## src/rtl/bitrmw_pkg.sv

```systemverilog
package bitrmw_pkg;

  typedef enum logic [3:0] {
    OP_SET  = 4'd0,
    OP_CLR  = 4'd1,
    OP_CPY  = 4'd2,
    OP_CPYN = 4'd3,
    OP_AND  = 4'd4,
    OP_OR   = 4'd5,
    OP_XOR  = 4'd6,
    OP_FLO  = 4'd7,
    OP_FHI  = 4'd8,
    OP_JS   = 4'd9,
    OP_JC   = 4'd10,
    OP_JSC  = 4'd11,
    OP_JCS  = 4'd12
  } bit_op_e;

  typedef enum logic [1:0] {
    ST_IDLE,
    ST_RDSRC,
    ST_RDDST,
    ST_WR
  } seq_st_e;

  // Commands that take a second bit operand from the source address.
  function automatic logic uses_src(logic [3:0] op);
    return (op >= 4'(OP_CPY)) && (op <= 4'(OP_XOR));
  endfunction

endpackage

```

## src/rtl/bitrmw_seq.sv

```systemverilog
module bitrmw_seq
  import bitrmw_pkg::*;
(
  input  logic clk,
  input  logic rst_n,
  input  logic cmd_valid,
  input  logic split,
  output logic cmd_ready,
  output logic rd_src,
  output logic rd_dst,
  output logic wr_phase
);

  seq_st_e st_q;

  always_ff @(posedge clk) begin
    if (!rst_n) begin
      st_q <= ST_IDLE;
    end else begin
      unique case (st_q)
        ST_IDLE:  if (cmd_valid) st_q <= split ? ST_RDSRC : ST_RDDST;
        ST_RDSRC: st_q <= ST_RDDST;
        ST_RDDST: st_q <= ST_WR;
        default:  st_q <= ST_IDLE;
      endcase
    end
  end

  assign cmd_ready = (st_q == ST_IDLE);
  assign rd_src    = (st_q == ST_RDSRC);
  assign rd_dst    = (st_q == ST_RDDST);
  assign wr_phase  = (st_q == ST_WR);

endmodule

```

## src/rtl/bitrmw_merge.sv

```systemverilog
module bitrmw_merge
  import bitrmw_pkg::*;
#(
  parameter  int WORD_W  = 16,
  localparam int POS_W   = $clog2(WORD_W),
  localparam int FIELD_W = WORD_W / 2
) (
  input  logic [3:0]         op,
  input  logic [POS_W-1:0]   dpos,
  input  logic               sbit,
  input  logic [WORD_W-1:0]  rdata,
  input  logic [WORD_W-1:0]  rdef,
  input  logic [FIELD_W-1:0] fmask,
  input  logic [FIELD_W-1:0] fdata,
  output logic [WORD_W-1:0]  wdata,
  output logic               wr_need,
  output logic               taken
);

  logic [WORD_W-1:0] one_hot;
  logic [WORD_W-1:0] sel;
  logic [WORD_W-1:0] val;
  logic              dbit;

  assign one_hot = WORD_W'(1) << dpos;
  assign dbit    = rdata[dpos] & rdef[dpos];

  always_comb begin
    sel     = '0;
    val     = '0;
    wr_need = 1'b0;
    taken   = 1'b0;
    case (op)
      OP_SET:  begin sel = one_hot; val = '1;                     wr_need = 1'b1; end
      OP_CLR:  begin sel = one_hot; val = '0;                     wr_need = 1'b1; end
      OP_CPY:  begin sel = one_hot; val = {WORD_W{sbit}};         wr_need = 1'b1; end
      OP_CPYN: begin sel = one_hot; val = {WORD_W{~sbit}};        wr_need = 1'b1; end
      OP_AND:  begin sel = one_hot; val = {WORD_W{dbit & sbit}};  wr_need = 1'b1; end
      OP_OR:   begin sel = one_hot; val = {WORD_W{dbit | sbit}};  wr_need = 1'b1; end
      OP_XOR:  begin sel = one_hot; val = {WORD_W{dbit ^ sbit}};  wr_need = 1'b1; end
      OP_FLO: begin
        sel = {{FIELD_W{1'b0}}, fmask};
        val = {{FIELD_W{1'b0}}, fdata};
        wr_need = 1'b1;
      end
      OP_FHI: begin
        sel = {fmask, {FIELD_W{1'b0}}};
        val = {fdata, {FIELD_W{1'b0}}};
        wr_need = 1'b1;
      end
      OP_JS:  taken = dbit;
      OP_JC:  taken = ~dbit;
      OP_JSC: begin taken = dbit;  sel = one_hot; val = '0; wr_need = dbit;  end
      OP_JCS: begin taken = ~dbit; sel = one_hot; val = '1; wr_need = ~dbit; end
      default: ;
    endcase
  end

  // Undefined positions always carry the read value back.
  assign wdata = (rdata & ~(sel & rdef)) | (val & sel & rdef);

endmodule

```

## src/rtl/bitrmw_unit.sv

```systemverilog
module bitrmw_unit
  import bitrmw_pkg::*;
#(
  parameter  int ADDR_W  = 12,
  parameter  int WORD_W  = 16,
  localparam int POS_W   = $clog2(WORD_W),
  localparam int WADDR_W = ADDR_W - POS_W,
  localparam int FIELD_W = WORD_W / 2
) (
  input  logic               clk,
  input  logic               rst_n,
  input  logic               cmd_valid,
  output logic               cmd_ready,
  input  logic [3:0]         cmd_op,
  input  logic [ADDR_W-1:0]  cmd_dst,
  input  logic [ADDR_W-1:0]  cmd_src,
  input  logic [FIELD_W-1:0] cmd_mask,
  input  logic [FIELD_W-1:0] cmd_data,
  output logic [WADDR_W-1:0] mem_addr,
  output logic               mem_rd_en,
  output logic               mem_wr_en,
  output logic [WORD_W-1:0]  mem_wdata,
  input  logic [WORD_W-1:0]  mem_rdata,
  input  logic [WORD_W-1:0]  mem_rdef,
  output logic               op_done,
  output logic               jump_taken
);

  logic               fire, split_in;
  logic               rd_src, rd_dst, wr_phase;
  logic [3:0]         op_q;
  logic [ADDR_W-1:0]  dst_q, src_q;
  logic [FIELD_W-1:0] mask_q, data_q;
  logic               split_q, srcbit_q;
  logic               sbit_now, wr_need, taken;
  logic [POS_W-1:0]   spos;

  assign fire     = cmd_valid & cmd_ready;
  assign split_in = uses_src(cmd_op) &&
                    (cmd_dst[ADDR_W-1:POS_W] != cmd_src[ADDR_W-1:POS_W]);
  assign spos     = src_q[POS_W-1:0];

  bitrmw_seq u_seq (
    .clk       (clk),
    .rst_n     (rst_n),
    .cmd_valid (cmd_valid),
    .split     (split_in),
    .cmd_ready (cmd_ready),
    .rd_src    (rd_src),
    .rd_dst    (rd_dst),
    .wr_phase  (wr_phase)
  );

  always_ff @(posedge clk) begin
    if (!rst_n) begin
      op_q     <= '0;
      dst_q    <= '0;
      src_q    <= '0;
      mask_q   <= '0;
      data_q   <= '0;
      split_q  <= 1'b0;
      srcbit_q <= 1'b0;
    end else begin
      if (fire) begin
        op_q    <= cmd_op;
        dst_q   <= cmd_dst;
        src_q   <= cmd_src;
        mask_q  <= cmd_mask;
        data_q  <= cmd_data;
        split_q <= split_in;
      end
      // During the target read, the source word returned from the previous cycle.
      if (rd_dst) srcbit_q <= mem_rdata[spos] & mem_rdef[spos];
    end
  end

  assign sbit_now = split_q ? srcbit_q : (mem_rdata[spos] & mem_rdef[spos]);

  bitrmw_merge #(.WORD_W(WORD_W)) u_merge (
    .op      (op_q),
    .dpos    (dst_q[POS_W-1:0]),
    .sbit    (sbit_now),
    .rdata   (mem_rdata),
    .rdef    (mem_rdef),
    .fmask   (mask_q),
    .fdata   (data_q),
    .wdata   (mem_wdata),
    .wr_need (wr_need),
    .taken   (taken)
  );

  assign mem_addr   = rd_src ? src_q[ADDR_W-1:POS_W] : dst_q[ADDR_W-1:POS_W];
  assign mem_rd_en  = rd_src | rd_dst;
  assign mem_wr_en  = wr_phase & wr_need;
  assign op_done    = wr_phase;
  assign jump_taken = wr_phase & taken;

endmodule

```

## config.mk

```make
export PLATFORM = sky130hd
export DESIGN_NAME = bitrmw_unit
export DESIGN_NICKNAME = d
export VERILOG_FILES = /design/src/rtl/bitrmw_pkg.sv /design/src/rtl/bitrmw_seq.sv /design/src/rtl/bitrmw_merge.sv /design/src/rtl/bitrmw_unit.sv
export SDC_FILE = /design/constraint.sdc
export NUM_CORES = 1
export LEC_CHECK = 0
export BUFFER_PORTS_ARGS = -buffer_cell sky130_fd_sc_hd__buf_2
export CAP_MARGIN = 5
export CORE_MARGIN = 2
export CORE_UTILIZATION = 25
export DETAILED_ROUTE_END_ITERATION = 12
export GPL_ROUTABILITY_DRIVEN = 0
export PLACE_DENSITY = 0.48
export SLEW_MARGIN = 20
export SYNTH_ARGS = -nofsm -noshare
export SYNTH_HDL_FRONTEND = slang
export SYNTH_SLANG_ARGS = --single-unit
```

## constraint.sdc

```tcl
create_clock -name clk -period 5.93 [get_ports clk]
set_clock_uncertainty 0.2 [all_clocks]
set_input_delay 0.2965 -clock clk [delete_from_list [all_inputs] [get_ports clk]]
set_output_delay 0.2965 -clock clk [all_outputs]
set_load 0.03 [all_outputs]
```

==> results of run 1 <==
==> per-stage QoR <==
stage,instances,util [%]
2_1_floorplan,450,-
3_3_place_gp,706,30.35
3_5_place_dp,706,30.35
4_1_cts,714,31.51
5_1_grt,714,31.51
6_report,714,31.51
==> how the worst min path moves through the flow <==
stage	start	endpoint	slack, ps	cells after the start
after floorplan	src_q[10]$_SDFFE_PN0P_	src_q[10]$_SDFFE_PN0P_	240	2
after global placement	src_q[10]$_SDFFE_PN0P_	src_q[10]$_SDFFE_PN0P_	250	2
after detailed placement	src_q[5]$_SDFFE_PN0P_	src_q[5]$_SDFFE_PN0P_	260	2
after CTS	cmd_src[2]	src_q[2]$_SDFFE_PN0P_	50	3
after global routing	cmd_mask[7]	mask_q[7]$_SDFFE_PN0P_	60	3
final	cmd_data[2]	data_q[2]$_SDFFE_PN0P_	50	3
==> power groups by stage <==
stage	combinational, W	sequential [W]	clock (W)
6_report	0.000429	0.000422	0.000302
5_1_grt	0.000476	0.000431	0.000321
3_3_place_gp	0.000427	0.000426	0
3_5_place_dp	0.000434	0.000429	0
2_1_floorplan	0.000337	0.000398	0
4_1_cts	0.000436	0.000421	0.000313
==> state kept, by name (all words and copies together) (netlist names) <==
name	cells
srcbit_q	1
dst_q	12
u_seq.st_q	2
mask_q	8
src_q	12
op_q	4
split_q	1
data_q	8
==> worst register-to-register path: cells and delay by family (launching register included) <==
family          cells  cell delay (ps)
fa+ha+maj           1              270
simple gates        2              300
compound gates      2              340
flops               1              430
buf+inv             2              390
==> routing by layer <==
metal  up-vias  GRT usage, %
met1      1657         21.67
met4         2         3.951
li1       1759             -
met2       115         25.28
met3         8         2.491
met5         -             0
==> cell usage in the layout, fill, tap and decap left out, drive strengths merged, types with 5 or more instances in the layout <==
| master | instances |
|---|---|
| mux4 | 5 |
| xor2 | 8 |
| a32o | 5 |
| mux2 | 8 |
| nor2 | 7 |
| nand3 | 25 |
| clkbuf | 6 |
| ha | 7 |
| a21boi | 44 |
| dfxtp | 48 |
| and3b | 5 |
| nand2 | 123 |
| mux2i | 18 |
| o21ai | 19 |
| inv | 9 |
| nand3b | 5 |
| a21oi | 37 |
| buf | 110 |
==> cells by family (layout without fill, tap and decap cells) <==
kind of cell / after synthesis / after routing / share of synthesized area (%)
AND/OR/NAND/NOR: 194 / 194 / 26.76
multiplexers: 31 / 31 / 11.13
XOR/XNOR: 9 / 9 / 2.291
flip-flops: 48 / 48 / 27.93
buffers and inverters: 39 / 127 / 5.854
adder cells (fa/ha/maj): 7 / 7 / 2.545
AO/OA/AOI/OAI: 122 / 122 / 23.49
==> area by class of cell <==
cell class              count  share of cell area, %
clock inverters             2                 0.3570
well taps                 176                  5.237
flip-flops and latches     48                  22.85
inverters                   9                 0.8033
multi-input cells         363                  54.18
repair buffers            110                  13.27
clock buffers               6                  3.303
==> metrics.txt, run 1 <==
Die Ht 121.3 um; maxcap violations 0; RSZ-0062 raised after global routing no; sw power 0.0004611 W; CTS Buf Count 5; Synth async-reset ratio 0%; post-CTS sizing 0; CTS root buffer clkbuf_16; CP max FO 16; Die X 121.3 um; Power Total 0.001153 W; CP delay by family, top multiplexers; nets 623; worst endpoint data arrival time 3770 ps; VDD IR max 0.0001574 V; fill count 1495; die area 0.01472 mm^2; Critical path origin dst_q[1]$_SDFFE_PN0P_; Area contributors post-synth dfxtp_1 28%, nand2_1 13%, a21boi_0 9.6%; First-pass DRT Iterations 4; Worst slew margin 21.60%; worst reg2reg path depth 7; area taken by multi-input logic gates 0.002278 mm^2; clk slew on worst S/H paths 70 ps; combinational share of power 37.2%; crit-path cells mux4_2 > mux4_2 > inv_1 > ha_1 > nand3_1 > a221o_1 > o21ai_0 > and4bb_1 > a21oi_1 > buf_2; outcome complete, no violations; Core Area 0.01335 mm^2; drt initial violations 176; Reg2Reg Setup Slack 3890 ps; register share of total power 36.6%; Worst path slowest cell and4bb_1; clk sink count 48; Vias 3541; PwrDens 274.3 mW/mm^2; net switching share of the total power 39.98%; Antenna Violating Nets Remaining 0; Syn Nets 536; Crit path top cell by count mux4_2; WL met3 713 um; P&R area growth vs syn 22.22%; Skew-Pair Late Insertion Delay 290 ps; HPWL after detailed placement 8664 um; leakage 1.789 nW; gr ovfl total 0; sequential-to-total area share from yosys stat 27.93%; Synth Flop Type dfxtp_1; PnR worst setup slack 1661 ps; CP Launch Type register; DRC 0; Mapped Avg Cell Area 7.646 um^2; Tmin final 4269 ps; CTS tree done; # port buffers 107; setup TNS 0 ps; setup slack at placement 1941 ps; Synth cell types 50; n_diodes 0; Max Used Layer met5; most common cell in the netlist nand2_1; clock power share 26.1%; antenna violations before repair 1; CP Capture Point mem_wdata[0]; Worst Tran Pin Value 1161 ps; Synth Register Bits 48; number of enable flip-flop cells after synthesis 0; global-route wire length before repair 17860 um; area leader, netlist dfxtp_1; Tot GR Track Use 15.63%; area share of the largest cell type after synthesis 27.93%; vias in the first global route 3485; Starting Density 25.78%; hold_ws 51.04 ps; vias per cell 4.959; Worst R2R Start u_seq.st_q[0]$_SDFFE_PN0P_; WL met2 5258 um; Critical Path Sink Type output pin; Yosys Warn Count 0; Boundary Pins 108; Synth Instances 450; cell depth of the worst setup path 10; row cnt 42; Cell Int Power 0.0006922 W; total wire length 11490 um; largest net degree at the start of global routing 49; fmax 0.2343 GHz; Post-Syn Area 0.003441 mm^2; H-Tree Depth 2; Worst R2R End u_seq.st_q[1]$_SDFFE_PN0P_; wire per inst 16.09 um; Post-CTS Setup Inserts 0; met1 wire length 5377 um; share of cells above drive strength 1 25.28%; WP buf/inv 2; Hold Buf Count CTS 0; Final Hold Fails 0; final setup fails 0; Setup CP Type register to output pin; Pins Over Slew Limit 0; Final period util 71.98%; Reg area 960.9 um^2; class of the worst hold path input pin to register; post-route cell area 0.004205 mm^2; post-place instance area 0.004051 mm^2; Synth top cells by count 123 x nand2_1, 48 x dfxtp_1, 44 x a21boi_0, 34 x a21oi_1, 25 x nand3_1; CP peak stage delay 760 ps; clk buf depth 2; CP required 5430 ps
No activity file was read; power rests on OpenSTA's default activity.
==> inputs of run 2 (changes only) <==
==> constraint.sdc (replaced) <==
create_clock -name clk -period 4.3 [get_ports clk]
set_clock_uncertainty 0.2 [all_clocks]
set_input_delay 0.215 -clock clk [delete_from_list [all_inputs] [get_ports clk]]
set_output_delay 0.215 -clock clk [all_outputs]
set_load 0.03 [all_outputs]
==> metrics.txt, run 2 (synthesis gave the netlist of run 1 again) <==
outcome finished, violations left (was complete, no violations); violated checks negative hold slack; Hold Buf Count CTS 39 (was 0); area taken by multi-input logic gates 0.002278 mm^2 (unchanged); most frequent cells in the layout 123 x nand2_1, 107 x buf_2, 48 x dfxtp_1 (unchanged); global-route wire length before repair 18800 um (was 17860 um); WL met2 5648 um (was 5258 um); fmax 0.2514 GHz; CTS root buffer clkbuf_16 (unchanged); share of cells above drive strength 1 23.57% (was 25.28%); row cnt 42 (unchanged); post-place instance area 0.004059 mm^2 (was 0.004051 mm^2); vias in the first global route 3651 (was 3485); most common cell after layout, fill and taps aside nand2_1 (unchanged); total wire length 12020 um (was 11490 um); n_diodes 0 (unchanged); worst reg2reg path depth 6 (was 7); H-Tree Depth 2 (unchanged); Skew-Pair Late Insertion Delay 300 ps (was 290 ps); # port buffers 107 (unchanged); leakage 1.961 nW (was 1.789 nW); Hold Path Stages 3 (unchanged); Pins Over Slew Limit 0 (unchanged); Die X 121.3 um (unchanged); largest net degree at the start of global routing 49 (unchanged); drt initial violations 171 (was 176); gr ovfl total 0 (unchanged); post-route cell area 0.004597 mm^2 (was 0.004205 mm^2); clk buf depth 2 (unchanged); setup slack at placement 696.8 ps (was 1941 ps); Reg2Reg Setup Slack 1820 ps (was 3890 ps); post-CTS sizing 0 (unchanged); CTS tree done (unchanged); maxcap violations 0 (unchanged); CP required 3880 ps (was 5430 ps); HPWL after detailed placement 8859 um (was 8664 um); hold path start cmd_mask[4] (was cmd_data[2]); PwrDens 353.9 mW/mm^2 (was 274.3 mW/mm^2); Worst R2R End op_q[0]$_SDFFE_PN0P_ (was u_seq.st_q[1]$_SDFFE_PN0P_); Reg area 960.9 um^2 (unchanged); CTS Buf Count 5 (unchanged); Tot GR Track Use 16.53% (was 15.63%); class of the worst hold path input pin to register (unchanged); Final period util 92.49%; Hold EP mask_q[4]$_SDFFE_PN0P_ (was data_q[2]$_SDFFE_PN0P_); Critical Path Sink Type output pin (unchanged); WL met3 688 um (was 713 um); largest registers dst_q x12, src_q x12 (unchanged); Power Total 0.001627 W (was 0.001153 W); Core Area 0.01335 mm^2 (unchanged); clk sink count 48 (unchanged); PnR worst setup slack 322.8 ps (was 1661 ps); CP Launch Type register (unchanged); CP max FO 16 (unchanged); nets 663 (was 623); Worst slew margin 32.29% (was 21.60%); final setup fails 0 (unchanged); vias per cell 4.975 (was 4.959); clk slew on worst S/H paths 70 ps (about the same); P&R area growth vs syn 33.60% (was 22.22%); VDD IR max 0.0001874 V (was 0.0001574 V); Starting Density 25.78% (unchanged); Antenna Violating Nets Remaining 0 (unchanged); Post-CTS Setup Inserts 0 (unchanged); Boundary Pins 108 (unchanged); Vias 3746 (was 3541); Setup CP Type register to output pin (unchanged); hold_ws -6.434 ps (was 51.04 ps); die area 0.01472 mm^2 (unchanged); DRC 0 (unchanged); Die Ht 121.3 um (unchanged); fill count 1444 (was 1495); Worst Tran Pin Value 1011 ps (was 1161 ps); met1 wire length 5606 um (was 5377 um); Max Used Layer met4 (was met5); antenna violations before repair 0 (was 1); Tmin final 3977 ps; worst endpoint data arrival time 3560 ps (was 3770 ps); setup TNS 0 ps (unchanged); Final Hold Fails 1 (was 0); RSZ-0062 raised after global routing no (unchanged); wire per inst 15.96 um (was 16.09 um); Worst R2R Start u_seq.st_q[0]$_SDFFE_PN0P_ (unchanged); First-pass DRT Iterations 4 (unchanged)
[run 2: changes by cell type in the layout (fill, tap and decap cells not counted)]
cell	change
dlygate4sd3_1	+39
clkinvlp_4	-2
buf_4	+1
clkinv_4	+1
[run 2: layer usage]
layer  track usage, %  vias up
met5                0        -
met1            21.93     1802
met4            3.879        0
met2            27.84       98
li1                 -     1842
met3            2.961        4
[run 2: area by class of cell]
| class | instances | area share [%] |
|---|---|---|
| multi-input combinational | 363 | 49.56 |
| sequential | 48 | 20.90 |
| timing repair buffer | 150 | 20.79 |
| tap | 176 | 4.790 |
| clock buffer | 6 | 3.021 |
| inverter | 9 | 0.7349 |
| clock inverter | 1 | 0.1905 |
[run 2: report_power, final]
group	switching, W	internal [W]	leakage, nW
registers	0.0000796	0.000505	0.394
clock network	0.000184	0.000230	0.0729
logic	0.000383	0.000246	1.49
[run 2: metrics by stage]
| stage | instances | utilization [%] |
|---|---|---|
| 2_1_floorplan | 450 | - |
| 3_3_place_gp | 707 | 30.41 |
| 3_5_place_dp | 707 | 30.41 |
| 4_1_cts | 753 | 34.44 |
| 5_1_grt | 753 | 34.44 |
| 6_report | 753 | 34.44 |
[run 2: worst max-delay path by stage]
stage | endpoint | startpoint | slack (ps)
after floorplan | mem_wdata[10] | dst_q[1]$_SDFFE_PN0P_ | 860
after detailed placement | mem_wdata[0] | dst_q[1]$_SDFFE_PN0P_ | 700
after global placement | mem_wdata[0] | dst_q[1]$_SDFFE_PN0P_ | 820
final | mem_wdata[0] | src_q[0]$_SDFFE_PN0P_ | 320
after CTS | mem_wdata[0] | dst_q[1]$_SDFFE_PN0P_ | 350
after global routing | mem_wdata[4] | src_q[0]$_SDFFE_PN0P_ | 40
[run 2: critical path, cell delays in order, from the launching register on]
cell and delay, ps:
dfxtp_1 570, and4b_1 240, nor4b_1 280, a32o_1 240, nor3_1 80, mux2i_1 210, inv_1 80, ha_1 280
nand3_1 70, a221o_1 300, o21ai_0 70, and4bb_1 230, buf_4 200, a21oi_1 170, buf_2 220
